==> src/rtl/rdx_pkg.sv <==
package rdx_pkg;
  localparam int DEF_LIMB_W  = 64;
  localparam int DEF_RADIX   = 51;
  localparam int DEF_N_LIMBS = 5;
  localparam int DEF_FOLD_K  = 19;
endpackage

==> src/rtl/rdx_split.sv <==
// Cuts every limb into its radix-sized body and the carry above it, all limbs at once.
module rdx_split #(
  parameter int LIMB_W  = 64,
  parameter int RADIX   = 51,
  parameter int N_LIMBS = 5,
  localparam int CARRY_W = LIMB_W - RADIX
) (
  input  logic [N_LIMBS*LIMB_W-1:0]  limbs_i,
  output logic [N_LIMBS*RADIX-1:0]   body_o,
  output logic [N_LIMBS*CARRY_W-1:0] carry_o
);
  for (genvar g = 0; g < N_LIMBS; g++) begin : g_limb
    assign body_o[g*RADIX +: RADIX]     = limbs_i[g*LIMB_W +: RADIX];
    assign carry_o[g*CARRY_W +: CARRY_W] = limbs_i[g*LIMB_W + RADIX +: CARRY_W];
  end
endmodule

==> src/rtl/rdx_fold.sv <==
// Constant multiply of the wrap-around carry, built from one shifted copy per set bit of K.
module rdx_fold #(
  parameter int IN_W = 13,
  parameter int K    = 19,
  localparam int K_BITS = $clog2(K + 1),
  localparam int OUT_W  = IN_W + K_BITS
) (
  input  logic [IN_W-1:0]  carry_i,
  output logic [OUT_W-1:0] prod_o
);
  localparam logic [K_BITS-1:0] KV = K_BITS'(K);

  logic [OUT_W-1:0] term [K_BITS];

  for (genvar b = 0; b < K_BITS; b++) begin : g_term
    if (KV[b]) begin : g_on
      assign term[b] = OUT_W'(carry_i) << b;
    end else begin : g_off
      assign term[b] = '0;
    end
  end

  always_comb begin
    prod_o = '0;
    for (int b = 0; b < K_BITS; b++) prod_o = prod_o + term[b];
  end
endmodule

==> src/rtl/rdx_merge.sv <==
// Adds to each body the carry of its lower neighbour; limb 0 takes the folded top carry.
module rdx_merge #(
  parameter int LIMB_W  = 64,
  parameter int RADIX   = 51,
  parameter int N_LIMBS = 5,
  parameter int FOLD_W  = 18,
  localparam int CARRY_W = LIMB_W - RADIX
) (
  input  logic [N_LIMBS*RADIX-1:0]   body_i,
  input  logic [N_LIMBS*CARRY_W-1:0] carry_i,
  input  logic [FOLD_W-1:0]          fold_i,
  output logic [N_LIMBS*LIMB_W-1:0]  limbs_o
);
  assign limbs_o[0 +: LIMB_W] = LIMB_W'(body_i[0 +: RADIX]) + LIMB_W'(fold_i);

  for (genvar g = 1; g < N_LIMBS; g++) begin : g_limb
    assign limbs_o[g*LIMB_W +: LIMB_W] = LIMB_W'(body_i[g*RADIX +: RADIX])
                                       + LIMB_W'(carry_i[(g-1)*CARRY_W +: CARRY_W]);
  end
endmodule

==> src/rtl/rdx51_carry_reduce.sv <==
module rdx51_carry_reduce
  import rdx_pkg::*;
#(
  parameter int LIMB_W  = DEF_LIMB_W,
  parameter int RADIX   = DEF_RADIX,
  parameter int N_LIMBS = DEF_N_LIMBS,
  parameter int FOLD_K  = DEF_FOLD_K,
  localparam int CARRY_W = LIMB_W - RADIX,
  localparam int FOLD_W  = CARRY_W + $clog2(FOLD_K + 1),
  localparam int BUS_W   = N_LIMBS * LIMB_W
) (
  input  logic             clk,
  input  logic             rst_n,
  input  logic             src_valid,
  input  logic [BUS_W-1:0] src_limbs,
  output logic             res_valid,
  output logic [BUS_W-1:0] res_limbs
);
  logic [N_LIMBS*RADIX-1:0]   body;
  logic [N_LIMBS*CARRY_W-1:0] carry;
  logic [FOLD_W-1:0]          fold;
  logic [BUS_W-1:0]           merged;

  rdx_split #(.LIMB_W(LIMB_W), .RADIX(RADIX), .N_LIMBS(N_LIMBS)) u_split (
    .limbs_i(src_limbs), .body_o(body), .carry_o(carry)
  );

  rdx_fold #(.IN_W(CARRY_W), .K(FOLD_K)) u_fold (
    .carry_i(carry[(N_LIMBS-1)*CARRY_W +: CARRY_W]), .prod_o(fold)
  );

  rdx_merge #(.LIMB_W(LIMB_W), .RADIX(RADIX), .N_LIMBS(N_LIMBS), .FOLD_W(FOLD_W)) u_merge (
    .body_i(body), .carry_i(carry), .fold_i(fold), .limbs_o(merged)
  );

  // Next-state and register processes, load enable is the input strobe.
  logic             valid_d;
  logic [BUS_W-1:0] limbs_d;

  always_comb begin
    valid_d = src_valid;
    limbs_d = src_valid ? merged : res_limbs;
  end

  always_ff @(posedge clk or negedge rst_n) begin
    if (!rst_n) begin
      res_valid <= 1'b0;
      res_limbs <= '0;
    end else begin
      res_valid <= valid_d;
      res_limbs <= limbs_d;
    end
  end

  // Observation helpers for the properties.
  logic src_small;
  logic res_bounded;
  always_comb begin
    src_small   = 1'b1;
    res_bounded = 1'b1;
    for (int i = 0; i < N_LIMBS; i++) begin
      if (src_limbs[i*LIMB_W + RADIX +: CARRY_W] != '0) src_small = 1'b0;
      if (res_limbs[i*LIMB_W + RADIX + 1 +: CARRY_W - 1] != '0) res_bounded = 1'b0;
    end
  end

  p_valid_follow_r1: assert property (@(posedge clk) disable iff (!rst_n)
    src_valid |=> res_valid);
  p_valid_idle_r1: assert property (@(posedge clk) disable iff (!rst_n)
    !src_valid |=> !res_valid);
  p_no_overflow_r4: assert property (@(posedge clk) disable iff (!rst_n)
    res_valid |-> res_bounded);
  p_hold_idle_r6: assert property (@(posedge clk) disable iff (!rst_n)
    !src_valid |=> $stable(res_limbs));
  p_passthru_r8: assert property (@(posedge clk) disable iff (!rst_n)
    (src_valid && src_small) |=> (res_limbs == $past(src_limbs)));
endmodule

==> config.mk <==
export PLATFORM = sky130hd
export DESIGN_NAME = rdx51_carry_reduce
export DESIGN_NICKNAME = d
export VERILOG_FILES = /design/src/rtl/rdx_pkg.sv /design/src/rtl/rdx_split.sv /design/src/rtl/rdx_fold.sv /design/src/rtl/rdx_merge.sv /design/src/rtl/rdx51_carry_reduce.sv
export SDC_FILE = /design/constraint.sdc
export NUM_CORES = 1
export LEC_CHECK = 0
export BUFFER_PORTS_ARGS = -buffer_cell sky130_fd_sc_hd__buf_2
export CAP_MARGIN = 20
export CORE_AREA = 2 2 252 254
export DETAILED_ROUTE_END_ITERATION = 8
export DIE_AREA = 0 0 254 256
export PLACE_DENSITY = 0.51
export SYNTH_ARGS = -nofsm -noshare
export SYNTH_HDL_FRONTEND = slang
export SYNTH_SLANG_ARGS = --single-unit
export TNS_END_PERCENT = 5
==> constraint.sdc <==
create_clock -name clk -period 1.15 [get_ports clk]
set_clock_uncertainty 0.2 [all_clocks]
set_input_delay 0 -clock clk [delete_from_list [all_inputs] [get_ports clk]]
set_output_delay 0 -clock clk [all_outputs]
set_load 0.1 [all_outputs]
==> results of run 1 <==
[final cells by class]
class                           count  area share
Sequential cell                   261       0.191
Tap cell                          846      0.0309
Antenna cell                        8    0.000584
Inverter                           96      0.0111
Clock inverter                     10     0.00398
Multi-Input combinational cell   1516       0.336
Timing Repair Buffer             1347       0.395
Clock buffer                       54      0.0312
[worst max-delay path, cell delays in order]
cell     delay [ps]
buf_8            80
inv_8            20
fa_1            560
inv_1            70
fa_1            520
ha_4            210
nor2b_4         120
o21ai_2         150
a21oi_2          90
o311a_1         430
or3_4           430
buf_6           150
nor3b_1         150
xnor2_1         170
a21oi_1          90
[synth_stat cells, types with 4 or more instances]
library cell / number
nor2_1: 252
nand2_1: 107
or3_1: 13
a31oi_1: 10
dfrtp_1: 261
nor2b_1: 8
nor3b_1: 8
nand4b_1: 4
xnor2_1: 147
nor3_1: 47
a21o_1: 30
nand4_1: 32
nor4b_1: 5
o21ai_0: 48
nand2b_1: 9
clkbuf_1: 62
o21bai_1: 5
o211a_1: 4
and4_1: 4
a211oi_1: 7
nor4_1: 17
and2_1: 11
o21ai_1: 5
buf_4: 60
fa_1: 27
xor2_1: 81
o2111ai_1: 8
and3_1: 39
o21a_1: 13
mux2_2: 61
inv_1: 95
o211ai_1: 14
nand3_1: 77
ha_1: 81
a21oi_1: 227
[state kept, by name, indices dropped and copies added, names as in the netlist]
signal,count
res_limbs,260
res_valid,1
[layout by cell type (no fill, tap or decap), types with 32 or more instances in the layout]
master,netlist,final
a21oi_1,227,207
and3_1,39,33
buf_12,0,279
buf_2,1,315
buf_4,60,492
buf_6,1,45
clkbuf_16,0,36
conb_1,1,60
dfrtp_1,261,248
dlygate4sd3_1,0,210
ha_1,81,51
inv_1,95,70
mux2_2,61,59
nand2_1,107,103
nand3_1,77,70
nand4_1,32,32
nor2_1,252,239
xnor2_1,147,140
xor2_1,81,79
[power groups by stage]
stage | registers [uW] | logic, uW | clock network (uW)
CTS | 12200 | 27600 | 11900
finish | 12200 | 28500 | 11600
floorplan | 21300 | 5580 | 0
detailed placement | 12300 | 26000 | 0
global placement | 12200 | 25800 | 0
global route | 12300 | 29600 | 12300
[final timing paths]
path                       cells after the start                  startpoint  slack [ps]                    endpoint
min in group clk                               4              src_limbs[297]        -310  res_limbs[307]$_DFFE_PN0P_
setup reg to reg                               1  res_limbs[266]$_DFFE_PN0P_         120  res_limbs[266]$_DFFE_PN0P_
hold / removal                                 2                       rst_n        -340  res_limbs[214]$_DFFE_PN0P_
hold reg to reg                                1   res_limbs[12]$_DFFE_PN0P_         330   res_limbs[12]$_DFFE_PN0P_
max in group asynchronous                      4                       rst_n         400  res_limbs[268]$_DFFE_PN0P_
setup / recovery                              15                src_limbs[4]       -1890   res_limbs[36]$_DFFE_PN0P_
[per-stage QoR]
step | util | setup WS [ps] | instance area [um2] | power, uW | setup TNS (ps)
floorplan | - | -2080 | 17700 | 26900 | -270220
global placement | 0.466 | -2440 | 29100 | 38000 | -340080
detailed placement | 0.466 | -2540 | 29100 | 38300 | -350730
CTS | 0.538 | -1790 | 33600 | 51600 | -310300
global route | 0.549 | -1900 | 34300 | 54300 | -325560
finish | 0.549 | -1890 | 34300 | 52200 | -288780
[repair_timing]
action                                 CTS  global route
buffers inserted                         9             7
endpoints found under the hold margin  522           211
pin swaps                              140            77
setup endpoints to repair              500           522
cloned                                   0             1
hold buffers                           212            11
gates resized for setup                238           134
[kinds of logic (layout without fill, tap and decap cells)]
| group | after synthesis | in the layout | share of synthesized area |
|---|---|---|---|
| and+or+nand+nor | 650 | 650 | 0.179 |
| AOI/OAI and AO/OA | 407 | 407 | 0.140 |
| DFF | 261 | 261 | 0.374 |
| xor gates and xnor gates | 228 | 228 | 0.114 |
| buffers and inverters | 224 | 1507 | 0.0627 |
| adders and majority gates | 108 | 108 | 0.0890 |
| muxes | 63 | 63 | 0.0405 |
| other | 1 | 68 | 0.000215 |
[layer usage]
layer / GRT usage / up-vias / wire length (um)
met4: 0.0791 / 8 / 2620
met5: 0 / - / 46
met1: 0.255 / 9386 / 28900
met3: 0.0586 / 150 / 5120
li1: - / 9289 / -
met2: 0.406 / 557 / 38500
==> metrics.md, run 1 <==
| Metric | Value |
|---|---|
| Flops & latches, synth | `261` |
| Worst hold margin | `-335 ps` |
| Min-Delay Path Class | `in -> async` |
| Critical path capture point type | `flip-flop` |
| Max Freq | `329 MHz` |
| Pleak | `0.0155 uW` |
| Seq pwr share | `0.233` |
| Routability congestion estimate | `0.905` |
| Pins Over Slew Limit | `0` |
| DRT antenna net count | `0` |
| DR iter-0 viols | `804` |
| Wire per inst | `18.2 um` |
| First-pass GRT wire length | `115000 um` |
| Pin count of the biggest net entering global routing | `52` |
| Final Instance Count excl. Fillers | `4138` |
| DRC | `0` |
| Peak supply drop | `0.00118 V` |
| Top cells by area, synth | `dfrtp_1 37%, xnor2_1 7.4%, a21oi_1 6.5%` |
| Arr. time, crit path | `3260 ps` |
| Sequential-to-total area share from yosys stat | `0.374` |
| Crit path launch type | `input pin` |
| Die width | `254 um` |
| Distinct cells, synth | `76` |
| Pwr/cell area | `1520 nW/um2` |
| Initial Utilization | `0.280` |
| Sw Ratio | `0.448` |
| Synth top area share | `0.374` |
| Internal | `28800 uW` |
| Psw | `23400 uW` |
| Mapped Cells | `1942` |
| YS warnings | `0` |
| Post-synthesis cell area | `17500 um2` |
| Chip height | `256 um` |
| Worst Path Required | `1370 ps` |
| Area Growth Syn to Fin | `96.3%` |
| I/O Pins | `644` |
| Final Hold Vio Count | `211` |
| Die area | `65000 um2` |
| EDFF count, synth | `0` |
| Worst-Skew Late Latency | `540 ps` |
| CP Class | `in -> reg` |
| Vias in the first global route | `20900` |
| Clock buffer depth | `3` |
| Core ar. | `62400 um2` |
| Tmin final | `3040 ps` |
| RSZ-0062 raised after global routing | `true` |
| Clk slew on worst S/H paths | `60 ps` |
| Final setup viols | `522` |
| Final WS setup | `-1890 ps` |
| Std cell rows | `92` |
| Avg Cell Area, Syn | `8.99 um2` |
| CTS tree | `yes` |
| PortBufs | `583` |
| Cell taking the most area after synthesis | `dfrtp_1` |
| Period utilization | `2.64` |
| Status | `finished, violations left` |
| Clock network power share | `0.222` |
| Relative max-transition margin | `0.303` |
| CTS Buf Count | `36` |
| Flip-flop and latch area | `6550 um2` |
| Multi-input gate area | `11500 um2` |
| Worst Tran Pin Value | `1040 ps` |
| Share of cells above drive strength 1 | `0.461` |
| Final wirelength | `75200 um` |
| Comb pwr share | `0.545` |
| Placed insts | `3827` |
| Total global routing overflow | `0` |
| Crit-path max FO | `5` |
| Hpwl dp | `57800 um` |
| Layout net count | `3689` |
| Clock sinks | `261` |
| Vias | `19400` |
| Number of fill cells | `5340` |
| Synth async-reset ratio | `1.00` |
| Vias/cell | `4.69` |
| Level count of the clock H-tree | `2` |
| Max_cap viols | `0` |
| Drt pass-1 iters | `5` |
| Antenna violations before repair | `13` |
| Violated checks | `hold timing, setup timing` |
| Global-route total usage across every layer | `0.226` |
| Root Buffer Master | `clkbuf_16` |
| Primary FF master, synth | `dfrtp_1` |
Power figures use the tool's default switching activity.
==> inputs of run 2 (changes only) <==
--- a/config.mk
+++ b/config.mk
@@ -5,12 +5,13 @@
 export SDC_FILE = /design/constraint.sdc
 export NUM_CORES = 1
 export LEC_CHECK = 0
+export ABC_AREA = 1
 export BUFFER_PORTS_ARGS = -buffer_cell sky130_fd_sc_hd__buf_2
 export CAP_MARGIN = 20
-export CORE_AREA = 2 2 252 254
+export CORE_AREA = 2 2 251 253
 export DETAILED_ROUTE_END_ITERATION = 8
-export DIE_AREA = 0 0 254 256
-export PLACE_DENSITY = 0.51
+export DIE_AREA = 0 0 253 255
+export PLACE_DENSITY = 0.62
 export SYNTH_ARGS = -nofsm -noshare
 export SYNTH_HDL_FRONTEND = slang
 export SYNTH_SLANG_ARGS = --single-unit
==> run 2 against run 1 <==
  * The flow still finishes with violations (hold timing, setup timing)
  * Final cell count increased by 52%
  * Design area is 28% higher
  * Clock-buffer cell count fell by 9
  * Critical path type unchanged
  * Largest cell class is now multi-input combinational cells
==> metrics.md, run 2 <==
| Metric | Value |
|---|---|
| Hold-critical path endpoint | `res_limbs[302]$_DFFE_PN0P_` |
| Worst Tran Pin Value | `966 ps` |
| Worst-Skew Late Latency | `550 ps` |
| Relative max-transition margin | `0.354` |
| Flops & latches, synth | `261` |
| WP buf/inv | `4` |
| Max_cap viols | `0` |
| Top cells by area, synth | `dfrtp_1 28%, nand2_1 26%, nand3_1 9.0%` |
| Final wirelength | `116000 um` |
| EDFF count, synth | `0` |
| CP Class | `in -> reg` |
| Most used cell along the critical path | `nand2_2` |
| Sequential-to-total area share from yosys stat | `0.282` |
| Die width | `253 um` |
| RSZ-0062 raised after global routing | `true` |
| Arr. time, crit path | `2650 ps` |
| Hpwl dp | `87700 um` |
| Crit path launch type | `input pin` |
| Max Freq | `416 MHz` |
| Vias/cell | `5.06` |
| Hold depth | `4` |
| Critical path capture point type | `flip-flop` |
| Final setup viols | `509` |
| Clock buffer depth | `3` |
| Metal3 WL | `8860 um` |
| Synth top area share | `0.282` |
| Synth cell count leaders | `1597 x nand2_1, 539 x inv_1, 416 x nand3_1` |
| Pins Over Slew Limit | `0` |
| Core ar. | `62200 um2` |
| Pin count of the biggest net entering global routing | `53` |
| R2r setup slk | `160 ps` |
| Layout net count | `5882` |
| Peak supply drop | `0.00121 V` |
| Distinct cells, synth | `38` |
| Std cell rows | `92` |
| Dpl cell area | `36400 um2` |
| PortBufs | `583` |
| Min-Delay Path Class | `in -> reg` |
| Multi-input gate area | `17200 um2` |
| DR iter-0 viols | `2166` |
| Placed insts | `5874` |
| Mapped Cells | `3838` |
| First-pass GRT wire length | `168000 um` |
| CTS tree | `yes` |
| Largest Register | `res_limbs` |
| CTS Buf Count | `35` |
| Worst-path cell chain | `buf_6, clkinvlp_4, fa_1, inv_2, fa_2, ha_4, nand2_4, inv_2, nand2_2, nand2_2, nand2_2, nand3_4, nand2_2, nand2_2, or2_4, nand3_2, nand2_2` |
| Clock sinks | `261` |
| DR top layer | `met5` |
| Pleak | `0.0230 uW` |
| Flip-flop and latch area | `6570 um2` |
| Post-layout instance area | `43900 um2` |
| Pwr/cell area | `1230 nW/um2` |
| DR WL met2 | `54100 um` |
| Met1 WL | `44600 um` |
| Synth async-reset ratio | `1.00` |
| Crit-path max FO | `4` |
| Status | `finished, violations left` |
| Final Instance Count excl. Fillers | `6310` |
| Initial Utilization | `0.373` |
| Most frequent cells in the layout | `1400 x nand2_1, 708 x buf_4, 492 x inv_1, 361 x buf_2, 301 x nand3_1` |
| Reg-to-Reg End | `res_limbs[306]$_DFFE_PN0P_` |
| Regs by FF count | `res_limbs (260), res_valid (1)` |
| Wire per inst | `18.3 um` |
| Clk slew on worst S/H paths | `60 ps` |
| Vias in the first global route | `31000` |
| Chip height | `255 um` |
| Worst hold start | `src_valid` |
| Violated checks | `hold timing, setup timing` |
| Vias | `31900` |
| Max FFs per register | `260` |
| Root Buffer Master | `clkbuf_16` |
| Area Growth Syn to Fin | `89.4%` |
| Die area | `64500 um2` |
| Post-synthesis cell area | `23200 um2` |
| CP max stage delay | `590 ps` |
| Worst hold margin | `-362 ps` |
| Final WS setup | `-1250 ps` |
| Worst reg2reg startpoint | `res_limbs[306]$_DFFE_PN0P_` |
| YS warnings | `0` |
| Global-route total usage across every layer | `0.338` |
| Most common cell after layout, fill and taps aside | `nand2_1` |
| Tmin final | `2400 ps` |
| I/O Pins | `644` |
| Most frequent cell after synthesis | `nand2_1` |
| Level count of the clock H-tree | `2` |
| Antenna violations before repair | `46` |
| Share of cells above drive strength 1 | `0.395` |
| DRT antenna net count | `0` |
| Worst R2R Path Depth | `3` |
| Worst Path Required | `1400 ps` |
| DRC | `0` |
| Primary FF master, synth | `dfrtp_1` |
| Largest delay share family, worst path | `adder cells` |
| Total global routing overflow | `0` |
| Worst slack, placed | `-1790 ps` |
| CP max-delay cell | `fa_2` |
| Number of fill cells | `4940` |
| Drt pass-1 iters | `6` |
| Period utilization | `2.09` |
| Avg Cell Area, Syn | `6.04 um2` |
| Cell taking the most area after synthesis | `dfrtp_1` |
| Final Hold Vio Count | `370` |
| Routability congestion estimate | `1.05` |
| Final core occ | `0.706` |
[run 2: worst max path at each step]
stage	depth (start not counted)	from	end	slack [ps]
after floorplan	16	src_limbs[312]	res_limbs[27]$_DFFE_PN0P_	-1410
after global placement	17	src_limbs[311]	res_limbs[27]$_DFFE_PN0P_	-1720
after detailed placement	15	src_limbs[312]	res_limbs[35]$_DFFE_PN0P_	-1790
after CTS	17	src_limbs[312]	res_limbs[27]$_DFFE_PN0P_	-1140
after global routing	17	src_limbs[313]	res_limbs[28]$_DFFE_PN0P_	-1310
final	17	src_limbs[313]	res_limbs[28]$_DFFE_PN0P_	-1250
[run 2: cells by family (layout without fill, tap and decap cells)]
logic type      after synthesis  in the layout  share of synthesized area
xor+xnor                     55             55                     0.0208
simple gates               2599           2599                      0.477
compound gates              149            149                     0.0347
fa+ha+maj                   108            108                     0.0670
flops                       261            261                      0.282
other cells                   1             97                   0.000162
buf+inv                     665           2242                      0.119
[run 2: layout make-up]
class                      count  area share
inverter                     547      0.0474
antenna                       37     0.00211
sequential                   261       0.150
tap                          799      0.0228
multi-input combinational   2971       0.392
clock inverter                15     0.00433
timing repair buffer        1635       0.359
clock buffer                  45      0.0229
[run 2: where the power goes]
part | total [uW] | internal, uW | switching (uW) | leakage (uW)
clock network | 11700 | 7060 | 4630 | 0.000584
registers | 12000 | 10400 | 1570 | 0.00314
logic | 30500 | 11600 | 18900 | 0.0193
total | 54200 | 29100 | 25100 | 0.0230
[run 2: per-layer routing]
metal / vias up / track usage
met1: 14900 / 0.404
met4: 20 / 0.198
li1: 15200 / -
met5: - / 0
met3: 450 / 0.0713
met2: 1442 / 0.562
[run 2: tightest hold or removal path, cell delays in order]
cell      delay (ps)
clkbuf_8         150
inv_8             90
nand2_1           70
o21ai_1           50
[run 2: timing repair]
action	in CTS	in global routing
hold buffers	264	65
setup buffers	4	7
pin swaps	89	115
endpoints found under the hold margin	522	283
gates resized for setup	405	490
endpoints found under the setup margin	492	509
[run 2: metrics by stage]
step	TNS, ps	total power (uW)	hold WS (ps)
finish	-161020	54200	-362
global route	-190130	56100	-342
CTS	-171380	52500	-381
detailed placement	-241970	38500	-330
global placement	-235210	38300	-328
floorplan	-136640	26800	-496
==> inputs of run 3 (changes only) <==
--- a/config.mk
+++ b/config.mk
@@ -8,10 +8,10 @@
 export ABC_AREA = 1
 export BUFFER_PORTS_ARGS = -buffer_cell sky130_fd_sc_hd__buf_2
 export CAP_MARGIN = 20
-export CORE_AREA = 2 2 251 253
+export CORE_AREA = 3 3 249 251
 export DETAILED_ROUTE_END_ITERATION = 8
-export DIE_AREA = 0 0 253 255
-export PLACE_DENSITY = 0.62
+export DIE_AREA = 0 0 252 254
+export PLACE_DENSITY = 0.65
 export SYNTH_ARGS = -nofsm -noshare
 export SYNTH_HDL_FRONTEND = slang
 export SYNTH_SLANG_ARGS = --single-unit
==> constraint.sdc (replaced) <==
create_clock -name clk -period 2 [get_ports clk]
set_clock_uncertainty 0.2 [all_clocks]
set_input_delay 0 -clock clk [delete_from_list [all_inputs] [get_ports clk]]
set_output_delay 0 -clock clk [all_outputs]
set_load 0.1 [all_outputs]
==> run 3 against run 2 <==
  * The run still ends with hold timing, setup timing left
  * Non-clock buffer count down 490
  * Via count down 10%
  * Sequential power down 46%
  * Highest routed layer unchanged
==> metrics.md, run 3 (synthesis results as in run 2) <==
| Metric | Value |
|---|---|
| Status | `finished, violations left` |
| Violated checks | `hold timing, setup timing` |
| PortBufs | `583` |
| I/O Pins | `644` |
| Max Freq | `431 MHz` |
| Vias/cell | `4.95` |
| Layout net count | `5392` |
| Max_cap viols | `0` |
| Critical path capture point type | `flip-flop` |
| Share of cells above drive strength 1 | `0.236` |
| Routability congestion estimate | `0.974` |
| Peak supply drop | `0.000929 V` |
| Reg-to-Reg End | `res_limbs[210]$_DFFE_PN0P_` |
| Worst Tran Pin Value | `731 ps` |
| Largest Register | `res_limbs` |
| Worst-path cell chain | `buf_6, clkinvlp_4, buf_12, fa_1, fa_1, inv_2, ha_4, nand2_4, inv_1, nand2_1, nand2_1, nand2_2, nand3_4, nand2_1, nand2_1, or2_4, nand3_2, nand2_1` |
| CP Class | `in -> reg` |
| Worst slack, placed | `-1030 ps` |
| Period utilization | `1.16` |
| Vias | `28700` |
| Final WS setup | `-321 ps` |
| Pins Over Slew Limit | `0` |
| Worst path depth | `18` |
| R2r setup slk | `510 ps` |
| Wire per inst | `18.3 um` |
| Clk slew on worst S/H paths | `50 ps` |
| Antenna violations before repair | `22` |
| Level count of the clock H-tree | `2` |
| CTS Buf Count | `35` |
| Global-route total usage across every layer | `0.320` |
| Max FFs per register | `260` |
| Root Buffer Master | `clkbuf_16` |
| Worst Path Required | `2240 ps` |
| Core ar. | `60100 um2` |
| Vias in the first global route | `27400` |
| CTS tree | `yes` |
| Final wirelength | `106000 um` |
| CP startpoint | `src_limbs[309]` |
| Pin count of the biggest net entering global routing | `63` |
| Relative max-transition margin | `0.511` |
| Crit-path max FO | `4` |
| Worst hold margin | `-39.9 ps` |
| DR iter-0 viols | `2042` |
| Most frequent cells in the layout | `1523 x nand2_1, 594 x buf_2, 516 x inv_1, 396 x nand3_1, 304 x dlygate4sd3_1` |
| Setup TNS | `-10750 ps` |
| Regs by FF count | `res_limbs (260), res_valid (1)` |
| CP max-delay cell | `fa_1` |
| Drt pass-1 iters | `6` |
| Final Hold Vio Count | `4` |
| Die area | `64000 um2` |
| Tmin final | `2320 ps` |
| CP max stage delay | `500 ps` |
| Crit path launch type | `input pin` |
| Hold depth | `8` |
| Chip height | `254 um` |
| Dpl cell area | `28500 um2` |
| Worst reg2reg startpoint | `res_limbs[210]$_DFFE_PN0P_` |
| Final setup viols | `55` |
| DRT antenna net count | `0` |
| Pleak | `0.0185 uW` |
| Worst-Skew Late Latency | `550 ps` |
| Largest delay share family, worst path | `adder cells` |
| Clock sinks | `261` |
| Arr. time, crit path | `2560 ps` |
| Most common cell after layout, fill and taps aside | `nand2_1` |
| Pwr/cell area | `789 nW/um2` |
| Critical Path End | `res_limbs[28]$_DFFE_PN0P_` |
| Std cell rows | `90` |
| Worst hold start | `src_limbs[149]` |
| Area Growth Syn to Fin | `46.6%` |
| DRC | `0` |
| Most used cell along the critical path | `nand2_1` |
| Die width | `252 um` |
| Post-layout instance area | `34000 um2` |
| Hpwl dp | `84100 um` |
| Clock buffer depth | `3` |
| Worst R2R Path Depth | `3` |
| RSZ-0062 raised after global routing | `true` |
| WP buf/inv | `5` |
| Min-Delay Path Class | `in -> reg` |
| Total global routing overflow | `0` |
| First-pass GRT wire length | `159000 um` |
| Initial Utilization | `0.386` |
run 3: worst min-delay path by stage:
stage,endpoint,slack [ps]
after floorplan,res_limbs[0]$_DFFE_PN0P_,-500
after global placement,res_limbs[66]$_DFFE_PN0P_,-250
after detailed placement,res_limbs[66]$_DFFE_PN0P_,-250
after CTS,res_limbs[84]$_DFFE_PN0P_,4
after global routing,res_limbs[113]$_DFFE_PN0P_,3
final,res_limbs[162]$_DFFE_PN0P_,-40
run 3: area by class of cell:
cell class              count  area, um2
inverters                 547       2080
well taps                 782        978
multi-input cells        2971      15000
clock buffers              51       1060
fillers                  6121      26100
flip-flops and latches    261       6530
diodes                     23       57.6
repair buffers           1145       8150
clock inverters            11       96.3
run 3: per-layer routing:
layer | part of all wire | global-route usage
met5 | 0.00039 | 0
met2 | 0.46 | 0.529
met1 | 0.43 | 0.419
met3 | 0.073 | 0.0565
met4 | 0.041 | 0.121
run 3: tightest hold or removal path, cell delays in order:
cell     delay [ps]
buf_2           100
buf_2           140
nand2_1         110
nor3_1          100
nand2_1          70
nand2_1          40
nand3_1          60
nand2_1          40
run 3: through the flow:
stage	hold WS (ps)	total power, uW	cells	util
finish	-39.9	26800	5791	0.565
global route	3.07	28000	5781	0.565
CTS	3.84	26500	5746	0.554
detailed placement	-249	18900	5360	0.474
global placement	-245	18800	5360	0.474
floorplan	-496	15300	3897	-
run 3: power by group:
part	switching [uW]	internal (uW)
clock	2600	3810
sequential	462	5980
combinational	10200	3730
total	13300	13500
run 3: repair_timing:
| item | CTS | global route |
|---|---|---|
| hold buffers | 316 | 20 |
| buffers inserted | 8 | 2 |
| gates resized for setup | 108 | 158 |
| endpoints found under the hold margin | 509 | 20 |
| pin swaps | 47 | 27 |
| endpoints found under the setup margin | 47 | 87 |
